$ cat src/rtl/byte_lane_pkg.sv
// Package: shared types and helpers for the byte-lane controller.
// Assumes a data word made of exactly two equal byte lanes.
package byte_lane_pkg;

    // Kind of access requested in the current cycle
    typedef enum logic [1:0] {
        ACC_IDLE  = 2'd0,
        ACC_READ  = 2'd1,
        ACC_WRITE = 2'd2
    } acc_kind_t;

    // Active-low pair of lane enables
    typedef struct packed {
        logic upper_n;
        logic lower_n;
    } lane_en_t;

    // A read strobe wins over a write strobe
    function automatic acc_kind_t classify(input logic rd, input logic wr);
        if (rd)
            return ACC_READ;
        else if (wr)
            return ACC_WRITE;
        else
            return ACC_IDLE;
    endfunction

endpackage

$ cat src/rtl/byte_lane_decode.sv
// Module: byte_lane_decode
// Turns the access kind, the lane address bit and the word/byte select
// into the active-low lane enables. The result is combinational.
// Assumes: reads ignore the word/byte select, and only writes use it.
module byte_lane_decode
    import byte_lane_pkg::*;
(
    input  acc_kind_t kind,
    input  logic      upper_sel,
    input  logic      word_sel,
    output lane_en_t  lanes
);

    // Pick the lane enables for each access kind
    always_comb begin
        lanes = '{upper_n: 1'b1, lower_n: 1'b1};
        unique case (kind)
            ACC_READ: begin
                lanes.upper_n = 1'b0;
                lanes.lower_n = upper_sel;
            end
            ACC_WRITE: begin
                if (word_sel) begin
                    lanes.upper_n = 1'b0;
                    lanes.lower_n = 1'b0;
                end else begin
                    lanes.upper_n = ~upper_sel;
                    lanes.lower_n = upper_sel;
                end
            end
            default: begin
                lanes.upper_n = 1'b1;
                lanes.lower_n = 1'b1;
            end
        endcase
    end

endmodule

$ cat src/rtl/byte_lane_steer.sv
// Module: byte_lane_steer
// Routes the raw memory data onto the CPU lanes. When swap is high, the
// lowest lane takes the top lane's byte. Every other lane always passes
// its own byte straight through. The result is combinational.
// Assumes: DATA_W is an exact multiple of LANE_W.
module byte_lane_steer #(
    parameter int DATA_W = 16,
    parameter int LANE_W = 8
) (
    input  logic [DATA_W-1:0] raw,
    input  logic              swap,
    output logic [DATA_W-1:0] steered
);

    localparam int NUM_LANES = DATA_W / LANE_W;
    localparam int TOP_LO    = (NUM_LANES - 1) * LANE_W;

    for (genvar g = 0; g < NUM_LANES; g++) begin : g_lane
        if (g == 0) begin : g_low
            // Lowest lane: its own byte, or the top byte on a swap
            assign steered[LANE_W-1:0] =
                swap ? raw[TOP_LO +: LANE_W] : raw[LANE_W-1:0];
        end else begin : g_pass
            // Other lanes: straight pass-through
            assign steered[g*LANE_W +: LANE_W] = raw[g*LANE_W +: LANE_W];
        end
    end

endmodule

$ cat src/rtl/byte_lane_ctrl.sv
// Module: byte_lane_ctrl (top)
// Byte-lane access controller for a word-organised memory. It decodes the
// lane enables and steers read data, then registers both for one cycle.
// Assumes: software duplicates a write byte in both halves of the word,
// and a lower-byte read returns the whole word.
module byte_lane_ctrl
    import byte_lane_pkg::*;
#(
    parameter int DATA_W = 16
) (
    input  logic              clk,
    input  logic              rst_n,
    input  logic              addr_lsb,
    input  logic              rd_en,
    input  logic              wr_en,
    input  logic              word_sel,
    input  logic [DATA_W-1:0] mem_rdata,
    output logic              ube_n,
    output logic              lbe_n,
    output logic [DATA_W-1:0] cpu_rdata
);

    localparam int LANE_W = DATA_W / 2;

    acc_kind_t         kind;
    lane_en_t          lanes;
    logic              swap;
    logic [DATA_W-1:0] steered;

    // Classify the request; a read has priority over a write
    always_comb kind = classify(rd_en, wr_en);

    // The lane swap happens only on an upper-byte read
    always_comb swap = (kind == ACC_READ) && addr_lsb;

    byte_lane_decode u_decode (
        .kind      (kind),
        .upper_sel (addr_lsb),
        .word_sel  (word_sel),
        .lanes     (lanes)
    );

    byte_lane_steer #(
        .DATA_W (DATA_W),
        .LANE_W (LANE_W)
    ) u_steer (
        .raw     (mem_rdata),
        .swap    (swap),
        .steered (steered)
    );

    // Output register; synchronous reset leaves both lanes disabled
    always_ff @(posedge clk) begin
        if (!rst_n) begin
            ube_n     <= 1'b1;
            lbe_n     <= 1'b1;
            cpu_rdata <= '0;
        end else begin
            ube_n     <= lanes.upper_n;
            lbe_n     <= lanes.lower_n;
            cpu_rdata <= steered;
        end
    end

endmodule

$ cat config.mk
export PLATFORM = sky130hd
export DESIGN_NAME = byte_lane_ctrl
export DESIGN_NICKNAME = d
export VERILOG_FILES = /design/src/rtl/byte_lane_pkg.sv /design/src/rtl/byte_lane_decode.sv /design/src/rtl/byte_lane_steer.sv /design/src/rtl/byte_lane_ctrl.sv
export SDC_FILE = /design/constraint.sdc
export NUM_CORES = 1
export LEC_CHECK = 0
export CORE_MARGIN = 8
export CORE_UTILIZATION = 25
export DETAILED_ROUTE_END_ITERATION = 16
export GPL_ROUTABILITY_DRIVEN = 0
export PLACE_DENSITY = 0.7
export SLEW_MARGIN = 30
export SYNTH_ARGS = -nofsm -noshare
export SYNTH_HDL_FRONTEND = slang
export SYNTH_SLANG_ARGS = --single-unit
export TNS_END_PERCENT = 10
$ cat constraint.sdc
create_clock -name clk -period 1.05 [get_ports clk]
set_clock_uncertainty 0.2 [all_clocks]
set_input_delay 0.21 -clock clk [delete_from_list [all_inputs] [get_ports clk]]
set_output_delay 0.21 -clock clk [all_outputs]
set_load 0.01 [all_outputs]
==> impl_metrics.json <==
{
  "status": "complete, but fails checks",
  "violations": "negative setup slack",
  "fill_cells": 261,
  "hold_path.class": "in2reg",
  "finalHoldViolCount": 0,
  "yosysWarnings": 0,
  "drtAntennaViolNets": 0,
  "placed_area_um2": 1030,
  "crit_path_max_fanout": 1,
  "cts_tree": "done",
  "synth_edf_count": 0,
  "layout.nets": 127,
  "max_freq_mhz": 867,
  "via_count": 559,
  "synthCells": 62,
  "synth_seq_cells": 18,
  "rsz0062_at_grt": "true",
  "grt_first_pass_wirelength_mm": 2.79,
  "path_buf_inv": 1,
  "post_cts_buffers": 0,
  "max-slew-margin-rel_pct": 86.6,
  "critPathLaunchType": "flop",
  "endpoint_kind": "primary output",
  "wl_per_cell_um": 13.0,
  "max_slew.worst_pin.slew_ns": 0.199,
  "first_pass_iters": 2,
  "multi_input_area_um2": 204,
  "setup-tns-final_ns": -1.58,
  "pin_count": 40,
  "min_period_over_period_pct": 110,
  "synthesis.area_um2": 638,
  "clk_path_buf_depth": 2,
  "cts_buffers": 3,
  "synth.top_cell.area_share_pct": 56.5,
  "crit_family": "flip-flops",
  "htree_levels": 1,
  "path_clk_slew_ns": 0.11,
  "final-max-slew-violation-count": 0,
  "vdd_drop_max_uv": 679,
  "cts_root_buf": "clkbuf_4",
  "power_per_cell_area_nw_per_um2": 1390,
  "period_minus_slack_ns": 1.15,
  "utilization_pct": 41.2,
  "syn_to_final_growth_pct": 58.4,
  "path_cells": "buf_2",
  "postSynth.asyncResetShare_pct": 0,
  "finalNonFillerCells": 134,
  "synthFlopType": "dfxtp_1",
  "dp_hpwl_mm": 1.36,
  "start_util_pct": 26.0,
  "antenna_found_initial": 0,
  "seqCellArea_um2": 365,
  "antenna_cells": 0,
  "setup_violations": 22,
  "yosysUniqueCellTypes": 12,
  "die_y_um": 66.5,
  "final_area_um2": 1010,
  "synthTopCellsByArea": "dfxtp_1 (56%), and2_1 (8.8%), nand4_1 (7.8%)",
  "required_ns": 0.64,
  "clock-sinks": 18,
  "overflow": 0,
  "via_per_inst": 4.17,
  "core_area_um2": 2450,
  "drv_cap": 0,
  "synth_nets": 84,
  "synth.top_cells.by_count": "dfxtp_1 (18), and2_1 (9), o21ai_1 (9)",
  "fp-row-count": 18,
  "seq_area_frac_synth_pct": 56.5,
  "grt_pass1_vias": 633,
  "avgSynthCellArea_um2": 10.3,
  "synth_area_leader_cell": "dfxtp_1",
  "hold_slack_ns": 0.116,
  "drc": 0,
  "drive_gt1_share_pct": 29.8,
  "static-leakage-power_nw": 0.448,
  "die_area_um2": 4420,
  "crit_slowest_cell": "dfxtp_1",
  "grt_max_degree": 17,
  "die_w_um": 66.5,
  "yosysMostFrequentCell": "dfxtp_1",
  "drt_iter0_drc": 1,
  "grtUsageTotal_pct": 8.17,
  "crit_arrival_ns": 0.74,
  "worst-setup-path-type": "reg2out",
  "drt_wl_total_mm": 1.74,
  "cpPeakStageDelay_ns": 0.33,
  "worst_slack_ns": -0.104,
  "io_buffers": 39,
  "placedCellCount": 130
}
stage by stage:
stage	power, mW	setup WS, ns
CTS	1.42	-0.116
global route	1.48	-0.138
floorplan	0.859	0.159
finish	1.41	-0.104
global placement	1.03	-0.342
detailed placement	1.03	-0.373
cell type report:
type | instances | share of cell area, %
Clock buffer | 4 | 3.59
Timing Repair Buffer | 44 | 36.0
Inverter | 1 | 0.371
Multi-Input combinational cell | 37 | 20.2
Tap cell | 30 | 3.71
Sequential cell | 18 | 36.1
routing by layer:
metal,track usage (%),vias to the layer above,share of wire (%)
met3,4.36,2,11
met5,0,-,0
met2,13.9,22,47
met1,8.23,240,41
li1,-,295,-
met4,3.20,0,0.58
where the power goes:
part	total [mW]	switching, mW	internal [mW]	leakage (nW)
clock	0.422	0.211	0.211	0.0210
sequential	0.739	0.0110	0.728	0.151
combinational	0.246	0.101	0.144	0.276
total	1.41	0.324	1.08	0.448
registers in the layout, summed over array words and instances (netlist names):
| name | flops |
|---|---|
| ube_n | 1 |
| lbe_n | 1 |
| cpu_rdata | 16 |
layout by cell type (no fill, tap or decap), drive strengths merged:
cell	count
and2	9
and2b	1
buf	23
clkbuf	4
clkdlybuf4s50	19
dfxtp	18
dlygate4sd2	2
inv	1
nand2	8
nand4	8
o21a	1
o21ai	9
o31ai	1
what timing repair did:
action                     4_1_cts  5_1_grt
setup endpoints to repair       26       24
hold buffers                     0        0
resized for setup               76        8
pin swaps                        0        0
logic make-up after synthesis:
family          count (synthesis)  synth area share, %
compound gates                 11                 9.41
buf+inv                         7                 11.6
flops                          18                 56.5
simple gates                   26                 22.5
worst paths after layout:
kind / slack (ns) / end / from / cells after the start
hold / removal: 0.12 / ube_n / rd_en / 2
setup / recovery: -0.10 / cpu_rdata[2] / cpu_rdata[2] / 1
No activity file was read; power rests on OpenSTA's default activity.
